===== src/rtl/hpp_pkg.sv =====
package hpp_pkg;
  localparam logic [15:0] HDR_DATA = 16'hA5D1;
  localparam logic [15:0] HDR_CMD  = 16'hA5C3;
  localparam logic [15:0] HDR_END  = 16'hA5E7;

  typedef enum logic [2:0] {
    PS_IDLE, PS_DLEN, PS_DCH, PS_DSEG, PS_DPAY, PS_CRSV, PS_CLEN, PS_CPAY
  } pstate_t;
endpackage


===== src/rtl/hpp_frame_ctrl.sv =====
module hpp_frame_ctrl
  import hpp_pkg::*;
#(
  parameter int NUM_CH     = 24,
  parameter int CH_W       = 5,
  parameter int SEG_W      = 4,
  parameter int BUF_WORDS  = 64,
  parameter int BUF_AW     = 6,
  parameter int PROG_DEPTH = 32,
  parameter int PROG_AW    = 5
) (
  input  logic               clk,
  input  logic               rst_n,
  input  logic               in_fire,
  input  logic [15:0]        in_word,
  output logic               buf_we,
  output logic [BUF_AW-1:0]  buf_waddr,
  output logic               prog_we,
  output logic [PROG_AW-1:0] prog_addr,
  output logic [15:0]        prog_data,
  output logic               pkt_ok,
  output logic               pkt_err,
  output logic               drain_start,
  output logic [BUF_AW:0]    drain_len,
  output logic [CH_W-1:0]    ch_q,
  output logic [SEG_W-1:0]   seg_q
);
  localparam logic [15:0] BUF_LIM  = 16'(BUF_WORDS);
  localparam logic [15:0] PROG_LIM = 16'(PROG_DEPTH);
  localparam logic [15:0] CH_LIM   = 16'(NUM_CH);

  pstate_t             state_q, state_d;
  logic [15:0]         len_q, len_d;
  logic [15:0]         cnt_q, cnt_d;
  logic [CH_W-1:0]     ch_d;
  logic                chok_q, chok_d;
  logic [SEG_W-1:0]    seg_d;
  logic                prog_we_d, pkt_ok_d, pkt_err_d, drain_start_d;
  logic [PROG_AW-1:0]  prog_addr_d;
  logic [15:0]         prog_data_d;
  logic [BUF_AW:0]     drain_len_d;
  logic                is_end, d_err, c_err;
  logic [15:0]         cnt_inc;

  assign is_end    = (in_word == HDR_END);
  assign d_err     = (cnt_q != len_q) | (len_q > BUF_LIM) | ~chok_q;
  assign c_err     = (cnt_q != len_q) | (len_q > PROG_LIM);
  assign cnt_inc   = (cnt_q == 16'hFFFF) ? cnt_q : cnt_q + 16'd1;
  assign buf_waddr = cnt_q[BUF_AW-1:0];

  // next-state process
  always_comb begin
    state_d       = state_q;
    len_d         = len_q;
    cnt_d         = cnt_q;
    ch_d          = ch_q;
    chok_d        = chok_q;
    seg_d         = seg_q;
    prog_we_d     = 1'b0;
    prog_addr_d   = prog_addr;
    prog_data_d   = prog_data;
    pkt_ok_d      = 1'b0;
    pkt_err_d     = 1'b0;
    drain_start_d = 1'b0;
    drain_len_d   = drain_len;
    buf_we        = 1'b0;
    if (in_fire) begin
      unique case (state_q)
        PS_IDLE: begin
          cnt_d = '0;
          if (in_word == HDR_DATA)     state_d = PS_DLEN;
          else if (in_word == HDR_CMD) state_d = PS_CRSV;
        end
        PS_DLEN: begin
          len_d   = in_word;
          state_d = PS_DCH;
        end
        PS_DCH: begin
          ch_d    = in_word[CH_W-1:0];
          chok_d  = (in_word < CH_LIM);
          state_d = PS_DSEG;
        end
        PS_DSEG: begin
          seg_d   = in_word[SEG_W-1:0];
          state_d = PS_DPAY;
        end
        PS_DPAY: begin
          if (is_end) begin
            pkt_ok_d      = ~d_err;
            pkt_err_d     = d_err;
            drain_start_d = ~d_err & (len_q != 16'd0);
            drain_len_d   = len_q[BUF_AW:0];
            state_d       = PS_IDLE;
          end else begin
            buf_we = (cnt_q < BUF_LIM);
            cnt_d  = cnt_inc;
          end
        end
        PS_CRSV: state_d = PS_CLEN;
        PS_CLEN: begin
          len_d   = in_word;
          state_d = PS_CPAY;
        end
        PS_CPAY: begin
          if (is_end) begin
            pkt_ok_d  = ~c_err;
            pkt_err_d = c_err;
            state_d   = PS_IDLE;
          end else begin
            prog_we_d   = (cnt_q < PROG_LIM);
            prog_addr_d = cnt_q[PROG_AW-1:0];
            prog_data_d = in_word;
            cnt_d       = cnt_inc;
          end
        end
        default: state_d = PS_IDLE;
      endcase
    end
  end

  // register process
  always_ff @(posedge clk or negedge rst_n) begin
    if (!rst_n) begin
      state_q     <= PS_IDLE;
      len_q       <= '0;
      cnt_q       <= '0;
      ch_q        <= '0;
      chok_q      <= 1'b0;
      seg_q       <= '0;
      prog_we     <= 1'b0;
      prog_addr   <= '0;
      prog_data   <= '0;
      pkt_ok      <= 1'b0;
      pkt_err     <= 1'b0;
      drain_start <= 1'b0;
      drain_len   <= '0;
    end else begin
      state_q     <= state_d;
      len_q       <= len_d;
      cnt_q       <= cnt_d;
      ch_q        <= ch_d;
      chok_q      <= chok_d;
      seg_q       <= seg_d;
      prog_we     <= prog_we_d;
      prog_addr   <= prog_addr_d;
      prog_data   <= prog_data_d;
      pkt_ok      <= pkt_ok_d;
      pkt_err     <= pkt_err_d;
      drain_start <= drain_start_d;
      drain_len   <= drain_len_d;
    end
  end
endmodule


===== src/rtl/hpp_word_buf.sv =====
module hpp_word_buf #(
  parameter int DEPTH = 64,
  parameter int AW    = 6
) (
  input  logic          clk,
  input  logic          we,
  input  logic [AW-1:0] waddr,
  input  logic [15:0]   wdata,
  input  logic [AW-1:0] raddr,
  output logic [15:0]   rdata
);
  logic [15:0] mem [DEPTH];

  always_ff @(posedge clk) begin
    if (we) mem[waddr] <= wdata;
  end

  assign rdata = mem[raddr];
endmodule


===== src/rtl/hpp_byte_drain.sv =====
module hpp_byte_drain #(
  parameter int CH_W   = 5,
  parameter int SEG_W  = 4,
  parameter int SEG_SH = 13,
  parameter int BUF_AW = 6,
  localparam int CARD_W = CH_W - 1,
  localparam int ADDR_W = SEG_W + SEG_SH,
  localparam int IDX_W  = BUF_AW + 1
) (
  input  logic              clk,
  input  logic              rst_n,
  input  logic              start,
  input  logic [BUF_AW:0]   len,
  input  logic [CH_W-1:0]   ch,
  input  logic [SEG_W-1:0]  seg,
  output logic [BUF_AW-1:0] rd_addr,
  input  logic [15:0]       rd_word,
  output logic              active,
  output logic              wr_valid,
  output logic [CARD_W-1:0] wr_card,
  output logic              wr_half,
  output logic [ADDR_W-1:0] wr_addr,
  output logic [3:0]        wr_pos,
  output logic [7:0]        wr_byte
);
  logic [IDX_W-1:0]  idx_q, idx_d, last_q, last_d, cur_idx;
  logic [3:0]        npos_q, npos_d;
  logic [ADDR_W-1:0] naddr_q, naddr_d, base;
  logic              active_d, emit;
  logic [IDX_W:0]    twice_m1;
  logic              wr_valid_d, wr_half_d;
  logic [CARD_W-1:0] wr_card_d;
  logic [ADDR_W-1:0] wr_addr_d;
  logic [3:0]        wr_pos_d;
  logic [7:0]        wr_byte_d;

  assign base     = {seg, {SEG_SH{1'b0}}};
  assign twice_m1 = {len, 1'b0} - (IDX_W + 1)'(1);
  assign emit     = start | active;
  assign cur_idx  = start ? '0 : idx_q;
  assign rd_addr  = cur_idx[IDX_W-1:1];

  always_comb begin
    idx_d      = idx_q;
    last_d     = last_q;
    npos_d     = npos_q;
    naddr_d    = naddr_q;
    active_d   = active;
    wr_valid_d = emit;
    wr_card_d  = wr_card;
    wr_half_d  = wr_half;
    wr_addr_d  = wr_addr;
    wr_pos_d   = wr_pos;
    wr_byte_d  = wr_byte;
    if (emit) begin
      wr_card_d = ch[CH_W-1:1];
      wr_half_d = ch[0];
      wr_addr_d = start ? base : naddr_q;
      wr_pos_d  = start ? 4'd0 : npos_q;
      wr_byte_d = cur_idx[0] ? rd_word[7:0] : rd_word[15:8];
    end
    if (start) begin
      active_d = 1'b1;
      idx_d    = IDX_W'(1);
      last_d   = twice_m1[IDX_W-1:0];
      npos_d   = 4'd1;
      naddr_d  = base;
    end else if (active) begin
      active_d = (idx_q != last_q);
      idx_d    = idx_q + IDX_W'(1);
      if (npos_q == 4'd8) begin
        npos_d  = 4'd0;
        naddr_d = naddr_q + ADDR_W'(2);
      end else begin
        npos_d  = npos_q + 4'd1;
      end
    end
  end

  always_ff @(posedge clk or negedge rst_n) begin
    if (!rst_n) begin
      idx_q    <= '0;
      last_q   <= '0;
      npos_q   <= '0;
      naddr_q  <= '0;
      active   <= 1'b0;
      wr_valid <= 1'b0;
      wr_card  <= '0;
      wr_half  <= 1'b0;
      wr_addr  <= '0;
      wr_pos   <= '0;
      wr_byte  <= '0;
    end else begin
      idx_q    <= idx_d;
      last_q   <= last_d;
      npos_q   <= npos_d;
      naddr_q  <= naddr_d;
      active   <= active_d;
      wr_valid <= wr_valid_d;
      wr_card  <= wr_card_d;
      wr_half  <= wr_half_d;
      wr_addr  <= wr_addr_d;
      wr_pos   <= wr_pos_d;
      wr_byte  <= wr_byte_d;
    end
  end
endmodule


===== src/rtl/hpp_host_parser.sv =====
module hpp_host_parser #(
  parameter int NUM_CARDS  = 12,
  parameter int BUF_WORDS  = 64,
  parameter int PROG_DEPTH = 32,
  parameter int NUM_SEGS   = 16,
  parameter int SEG_WORDS  = 8192,
  localparam int CARD_W  = $clog2(NUM_CARDS),
  localparam int CH_W    = CARD_W + 1,
  localparam int NUM_CH  = 2 * NUM_CARDS,
  localparam int BUF_AW  = $clog2(BUF_WORDS),
  localparam int PROG_AW = $clog2(PROG_DEPTH),
  localparam int SEG_W   = $clog2(NUM_SEGS),
  localparam int SEG_SH  = $clog2(SEG_WORDS),
  localparam int ADDR_W  = SEG_W + SEG_SH
) (
  input  logic               clk,
  input  logic               rst_n,
  input  logic               in_valid,
  input  logic [15:0]        in_word,
  output logic               in_ready,
  output logic               wr_valid,
  output logic [CARD_W-1:0]  wr_card,
  output logic               wr_half,
  output logic [ADDR_W-1:0]  wr_addr,
  output logic [3:0]         wr_pos,
  output logic [7:0]         wr_byte,
  output logic               prog_we,
  output logic [PROG_AW-1:0] prog_addr,
  output logic [15:0]        prog_data,
  output logic               pkt_ok,
  output logic               pkt_err
);
  logic              rst_q1, rst_q2;
  logic              in_fire, buf_we, drain_start, drain_active;
  logic [BUF_AW-1:0] buf_waddr, buf_raddr;
  logic [15:0]       buf_rdata;
  logic [BUF_AW:0]   drain_len;
  logic [CH_W-1:0]   ch_q;
  logic [SEG_W-1:0]  seg_q;

  // reset: asserted at once, released on the clock
  always_ff @(posedge clk or negedge rst_n) begin
    if (!rst_n) begin
      rst_q1 <= 1'b0;
      rst_q2 <= 1'b0;
    end else begin
      rst_q1 <= 1'b1;
      rst_q2 <= rst_q1;
    end
  end

  assign in_ready = ~(drain_start | drain_active);
  assign in_fire  = in_valid & in_ready;

  hpp_frame_ctrl #(
    .NUM_CH(NUM_CH), .CH_W(CH_W), .SEG_W(SEG_W), .BUF_WORDS(BUF_WORDS),
    .BUF_AW(BUF_AW), .PROG_DEPTH(PROG_DEPTH), .PROG_AW(PROG_AW)
  ) u_ctrl (
    .clk(clk), .rst_n(rst_q2), .in_fire(in_fire), .in_word(in_word),
    .buf_we(buf_we), .buf_waddr(buf_waddr),
    .prog_we(prog_we), .prog_addr(prog_addr), .prog_data(prog_data),
    .pkt_ok(pkt_ok), .pkt_err(pkt_err),
    .drain_start(drain_start), .drain_len(drain_len),
    .ch_q(ch_q), .seg_q(seg_q)
  );

  hpp_word_buf #(.DEPTH(BUF_WORDS), .AW(BUF_AW)) u_buf (
    .clk(clk), .we(buf_we), .waddr(buf_waddr), .wdata(in_word),
    .raddr(buf_raddr), .rdata(buf_rdata)
  );

  hpp_byte_drain #(
    .CH_W(CH_W), .SEG_W(SEG_W), .SEG_SH(SEG_SH), .BUF_AW(BUF_AW)
  ) u_drain (
    .clk(clk), .rst_n(rst_q2), .start(drain_start), .len(drain_len),
    .ch(ch_q), .seg(seg_q), .rd_addr(buf_raddr), .rd_word(buf_rdata),
    .active(drain_active), .wr_valid(wr_valid), .wr_card(wr_card),
    .wr_half(wr_half), .wr_addr(wr_addr), .wr_pos(wr_pos), .wr_byte(wr_byte)
  );
endmodule


===== config.mk =====
export PLATFORM = sky130hd
export DESIGN_NAME = hpp_host_parser
export DESIGN_NICKNAME = d
export VERILOG_FILES = /design/src/rtl/hpp_pkg.sv /design/src/rtl/hpp_frame_ctrl.sv /design/src/rtl/hpp_word_buf.sv /design/src/rtl/hpp_byte_drain.sv /design/src/rtl/hpp_host_parser.sv
export SDC_FILE = /design/constraint.sdc
export NUM_CORES = 2
export LEC_CHECK = 0
export ABC_CLOCK_PERIOD_IN_PS = 5200
export BUFFER_PORTS_ARGS = -buffer_cell sky130_fd_sc_hd__buf_2
export CAP_MARGIN = 20
export CORE_MARGIN = 10
export CORE_UTILIZATION = 49
export CTS_CLUSTER_DIAMETER = 60
export DETAILED_ROUTE_END_ITERATION = 10
export PLACE_DENSITY = 0.72
export SETUP_SLACK_MARGIN = 0.3
export SKIP_LAST_GASP = 1
export SLEW_MARGIN = 20
export SYNTH_ARGS = -nofsm -noshare
export SYNTH_HDL_FRONTEND = slang
export SYNTH_SLANG_ARGS = --single-unit

===== constraint.sdc =====
create_clock -name clk -period 5.2 [get_ports clk]
set_clock_uncertainty 0.05 [all_clocks]
set_input_delay 0 -clock clk [delete_from_list [all_inputs] [get_ports clk]]
set_output_delay 0 -clock clk [all_outputs]
set_load 0.02 [all_outputs]

Word level (Yosys, flattened, before mapping)

Memories as Yosys holds them, arrays and structs flattened.
Index checks and enable logic that the tools add are counted.

Output and inout bits: 60
Memory bits (read-only): 0
Latch bits: 0
Memory bits (writable): 1,024
Memories kept: 1
Input bits: 19
Flip-flop bits (word level): 149

Order comparisons: 5
Shift operators: 0
$add $sub $neg: 5
Multipliers: 0
Equal/unequal tests: 18
Div/mod/pow operators: 0
Multiplexer cells: 40
Bitwise operators: 11
Reductions and logical operators: 15

Memories:

| memory    | words | bits a word | rd ports | clocked after memory_dff | wr ports | line               | source |
|---|---|---|---|---|---|---|---|
| u_buf.mem | 64    | 16          | 1        | 0                        | 1        | hpp_word_buf.sv:12 | `logic [15:0] mem [DEPTH];` |

Operators by type and width:

| cell                                                                  | count |
|---|---|
| 17-bit 2-to-1 mux                                                     | 4 |
| 16-bit equality test, second input constant                           | 4 |
| 16-bit 2-to-1 mux                                                     | 2 |
| 16-bit case mux with 2 select lines                                   | 1 |
| 7-bit 2-to-1 mux                                                      | 3 |
| 3-bit case mux with 7 select lines                                    | 1 |
| 1-bit 2-to-1 mux                                                      | 19 |
| 17-bit by 2-bit adder with 17-bit output, second input constant       | 1 |
| 16-bit by 1-bit adder with 16-bit output, second input constant       | 1 |
| 16-bit by 6-bit > comparator with 1-bit output, second input constant | 1 |
| 16-bit by 7-bit > comparator with 1-bit output, second input constant | 1 |
| 16-bit by 5-bit < comparator with 1-bit output, second input constant | 1 |
| 16-bit by 6-bit < comparator with 1-bit output, second input constant | 1 |
| 16-bit by 7-bit < comparator with 1-bit output, second input constant | 1 |
| 4-bit 2-to-1 mux                                                      | 4 |
| 16-bit inequality test                                                | 1 |
| 16-bit nonzero test                                                   | 1 |
| 3-bit equality test, second input constant                            | 4 |
| 3-bit 2-to-1 mux                                                      | 3 |
| 3-bit AND reduction                                                   | 3 |
| 8-bit 2-to-1 mux                                                      | 1 |
| 2-bit AND reduction                                                   | 4 |
| 7-bit by 1-bit adder with 7-bit output, second input constant         | 1 |
| 7-bit inequality test                                                 | 1 |
| other kinds (16)                                                      | 30 |

Depth between registers and ports, before layout

Depth in word-level cells: 8
Mapped depth: 10

Cells and area by module

From an unflattened synthesis, not the netlist that was laid out.

Cell total of the unflattened synthesis: 2,466
Area total of the unflattened synthesis: 46,917.5 µm²

By module, submodules not included:

| module          | instances | sequential area each (µm²) | cells each | area an instance (µm²) |
|---|---|---|---|---|
| hpp_word_buf    | 1         | 30,749.5                   | 1,813      | 39,721.8 |
| hpp_frame_ctrl  | 1         | 1,926.8                    | 331        | 3,823.7 |
| hpp_byte_drain  | 1         | 1,751.7                    | 317        | 3,301.9 |
| hpp_host_parser | 1         | 50.0                       | 5          | 70.1 |

Worst setup path before layout

No wires, ideal clock.

Path type: reg-to-reg
Start: register u_ctrl.drain_start
End: memory u_buf.mem[61][0] (enable)
Stages on the path, launching flop included: 10
Setup slack: 2.176 ns
Arrival time: 2.585 ns
Path buffers: 1
Path through: dfrtp_1 -> buf_6 -> inv_2 -> nand2_1 -> inv_2 -> nand2_2 -> nor4_2 -> and2b_1 -> nand3_1 -> nor2_1

Longest elaborated chain between the ends: 6

Ends and longest elaborated chain:

| element                                | line                  | source |
|---|---|---|
| from (decl)                            | hpp_frame_ctrl.sv:23  | `output logic drain_start,` |
| from (signal assigned)                 | hpp_frame_ctrl.sv:149 | `drain_start <= drain_start_d;` |
| 1-bit OR                               | hpp_host_parser.sv:52 | `assign in_ready = ~(drain_start \| drain_active);` |
| 1-bit inverter                         | hpp_host_parser.sv:52 |  |
| net in_ready                           | hpp_host_parser.sv:20 | `output logic in_ready,` |
| 1-bit AND                              | hpp_host_parser.sv:53 | `assign in_fire = in_valid & in_ready;` |
| 1-bit 2-to-1 mux                       | hpp_frame_ctrl.sv:67  | `if (in_fire) begin` |
| 1-bit 2-to-1 mux                       | hpp_word_buf.sv:15    | `if (we) mem[waddr] <= wdata;` |
| 1-bit 2-to-1 mux (implied by the code) | hpp_word_buf.sv:15    |  |
| to (decl)                              | hpp_word_buf.sv:12    |  |

The timed path passes the listed nets, and every way through them passes these cells.

Worst setup path in the final report

Start: register u_ctrl.drain_start
End: memory u_buf.mem[2][15] (enable)

Longest elaborated chain between the ends: 6

Ends and longest elaborated chain:

| element                                | line |
|---|---|
| 1-bit OR                               | hpp_host_parser.sv:52 |
| 1-bit inverter                         | hpp_host_parser.sv:52 |
| 1-bit AND                              | hpp_host_parser.sv:53 |
| 1-bit 2-to-1 mux                       | hpp_frame_ctrl.sv:67 |
| 1-bit 2-to-1 mux                       | hpp_word_buf.sv:15 |
| 1-bit 2-to-1 mux (implied by the code) | hpp_word_buf.sv:15 |

No other way between the ends.

==> summary.txt <==
Job
  – Max Cap Viol: 0

Critical path
  – Crit path kind: reg -> reg
  – Cell chain of the critical path: inv_2, nand2_1, inv_2, nand2_2, nor4_2, nand3_1, nor2_1, buf_4
  – Crit path DAT: roughly 4300 ps
  – CP bufs+invs: 3
  – Worst path max stage delay: ~1100 ps
  – FF-to-FF End: u_buf.mem[2][15]
  – R2R setup slack: about 1200 ps
  – Critical-path maximum fanout: 20
  – CP endpoint kind: flip-flop
  – Reg2reg start: u_ctrl.drain_start
  – CP top delay family: simple AND/OR/NAND/NOR gates
  – CP startpoint kind: flip-flop
  – Worst reg2reg path depth: 8
  – Slowest CP cell: nand3_1
  – Crit. path cell count: 8
  – CP required: ~5500 ps
  – Crit-path most repeated cell: inv_2
  – Worst Setup SP: u_ctrl.drain_start

Yosys
  – YS warnings: 0
  – FF+latch count, synth: 1,172
  – Synthesized area per cell: approximately 16 um2
  – Yosys top cell area share: 64.5%
  – Post-synth top flop: edfxtp_1
  – EDFF count, synth: around 1,000
  – Mapped cell area: 47,600 um2
  – Syn Inst Count: about 3,000
  – Syn Nets: slightly above 3,000
  – Area leader, netlist: edfxtp_1
  – Count of different cell masters after synthesis: 79
  – FFs w/ async S/R, synth: roughly an eighth
  – Sequential share of the synthesized area: between 70 and 80%
  – Area contributors post-synth: edfxtp_1 (65%), dfrtp_1 (7.8%), mux2i_1 (4.3%)

Die
  – Die height: 332 um
  – Core Footprint: 96,600 um2
  – Die W: ~330 um
  – Full die area: ~110,000 um2
  – Top-Level Pins: 79
  – Row Count: 114
  – Initial core utilization: 49.3%

GRT
  – Total gr overflow: 0
  – Top Usage Layer GRT: met2
  – Total track usage: 23.0%
  – GRT met3 Usage: approximately 5.9%
  – Met2 usage: between 30% and 40%
  – Initial antenna violation count: 11
  – GRT met1 Usage: a little under a third
  – Vias in the first global route: around 28,000
  – Global-route wire length before repair: roughly 190,000 um
  – Pin count of the biggest net entering global routing: 106

Route
  – WL final: ~130,000 um
  – WL/cell: roughly 29 um
  – DRT iter0 DRCs: approximately 4,400
  – Via density: between 6 and 7
  – Routed Antenna Nets: 0
  – Pre-Repair DR Iteration Count: 6
  – DRC Markers: 0
  – Vias: roughly 29,000

Cells and area
  – Area grow syn2layout: 12.4%
  – Commonest cells after routing, fill and taps aside: edfxtp_1 (1,024), mux2i_1 (203), nor2_1 (171)
  – Most common cell after layout, fill and taps aside: edfxtp_1
  – Sequential cell area: 34,500 um2
  – Area of the multi-input gates: between 10,000 and 15,000 um2
  – Final core utilization: between 50% and 60%
  – Nets: roughly 3,200
  – Layout cells sized above 1: ~17%
  – Fillers: roughly 7,400

Hold path
  – Worst hold stages: 5
  – Min-Delay Endpoint: u_ctrl.pkt_err
  – Hold Startpoint: in_word[12]
  – Hold Path Class: in -> reg

Clock tree
  – Worst-skew pair later-pin latency: just over 700 ps
  – CTS tree: yes
  – Clock Path Buffers: 3
  – H-Tree Depth: 3
  – Root buf cell: clkbuf_16
  – # Post-CTS Setup Buffers: 0
  – PostCTS Resize Cnt: 0
  – CTS sink count: around 1,200
  – Clk slew on worst S/H paths: ~60 ps
  – Num CTS Buffers: 111

STA
  – Slew @ Worst Pin: 1250 ps
  – TNS Setup: 0 ps
  – RSZ-0062 raised after global routing: false
  – Fin crit share: 76.4%
  – Period minus WS final: 3970 ps
  – Final hold violations: 0
  – Worst relative slew slack: 16.3%
  – Max Slew Vio Count: 0
  – Setup violators final: 0
  – Fmax: between 200 and 300 MHz

Outcome
  – Run status: complete, no violations

Power and ir drop
  – Peak supply drop: around 0.34 mV
  – P_leak: between 15 and 20 nW
  – PwrDens: 370 nW/um2

Placed design
  – DP Wirelength: ~80,000 um
  – Port Buf Inserts: 78
  – GP Congestion: 0.948
[where the power goes]
part	leakage (nW)	internal (mW)	switching (mW)
combinational	4.55	0.401	0.714
clock	1.78	4.51	3.51
sequential	11.1	10.5	0.204
total	17.4	15.4	4.42
[synthesized netlist by cell type (9+ instances only)]
cell type  instances
o21ai_0          146
nand3_1           21
buf_4             26
ha_1              11
o221ai_1          47
a31oi_1           10
o22ai_1           66
o21ai_1           11
mux2i_1          203
clkbuf_1          66
and2_1            14
xnor2_1           13
a22o_1            22
nand4_1           11
a22oi_1           33
nor4_1             9
mux2_2            76
nor3_1            31
nor2b_1           39
o211ai_1          38
a211o_1           22
buf_2             77
nand2b_1          16
a311oi_1          10
dfrtp_1          148
a211oi_1          42
o311ai_0          11
or2_2              9
a221oi_1          31
xor2_1            30
nand3b_1          10
nor2_1           171
inv_1             16
mux4_2            50
o22a_1            38
edfxtp_1        1024
buf_1             15
buf_6             12
a21oi_1          127
nand2_1          154
[worst register-to-register path, cell delays in order, from the launching register on]
cell and delay [ps]:
dfrtp_4 630, inv_2 110, nand2_1 80, inv_2 190, nand2_2 190, nor4_2 640
nand3_1 1070, nor2_1 380, buf_4 310
[worst max-delay path by stage]
stage | to | slack, ps
2_1_floorplan | u_ctrl.ch_q[0] | 720
3_3_place_gp | u_buf.mem[6][7] | 1410
3_5_place_dp | u_buf.mem[42][12] | 1280
4_1_cts | u_buf.mem[2][15] | 1310
5_1_grt | u_buf.mem[26][4] | 1190
6_report | u_buf.mem[2][15] | 1230
[cell type report]
cell class | count | area share, %
antenna | 2 | 0.00935
clock buffer | 158 | 5.83
clock inverter | 49 | 0.970
inverter | 20 | 0.140
multi-input combinational | 1634 | 22.7
sequential | 1172 | 64.4
tap | 1276 | 2.98
timing repair buffer | 227 | 3.01
[stage by stage]
stage                     hold WS, ps  instance area (um2)  setup WS, ps  cells  power [mW]
after floorplan                  -346                47600           721   3022        11.4
after global placement           -265                49700          1410   4314        11.9
after detailed placement         -261                49700          1280   4314        12.0
after CTS                        5.80                53500          1310   4536        19.9
after global routing             21.8                53500          1190   4536        20.3
final                            21.6                53500          1230   4538        19.8
[state kept, by name, indices dropped and copies added, names as in the netlist, 3 cells and up]
signal / cells
u_ctrl.ch_q: 5
u_drain.wr_addr: 17
u_ctrl.drain_len: 6
u_drain.wr_card: 4
u_drain.npos_q: 4
u_drain.idx_q: 7
u_drain.naddr_q: 16
u_ctrl.prog_addr: 5
u_ctrl.prog_data: 16
u_drain.wr_pos: 4
u_ctrl.state_q: 3
u_drain.last_q: 7
u_buf.mem: 1024
u_ctrl.seg_q: 4
u_drain.wr_byte: 8
u_ctrl.cnt_q: 16
u_ctrl.len_q: 16
[metal layers]
layer / wire (um) / part of all wire, %
met5: 57 / 0.044
met1: 51200 / 39
met2: 59300 / 45
met4: 4530 / 3.5
met3: 15500 / 12
[cell families after synthesis]
| family | after synthesis | share of synthesized area [%] |
|---|---|---|
| fa+ha+maj | 11 | 0.289 |
| buf+inv | 216 | 2.30 |
| simple gates | 521 | 5.22 |
| compound gates | 729 | 10.6 |
| mux | 329 | 8.43 |
| other cells | 1 | 0.00787 |
| xor+xnor | 43 | 0.791 |
| flops | 1172 | 72.3 |
[repair_timing]
item | CTS | global route
endpoints found under the hold margin | 116 | 0
endpoints found under the setup margin | 0 | 0
hold buffers | 15 | 0
Power figures use the tool's default switching activity.
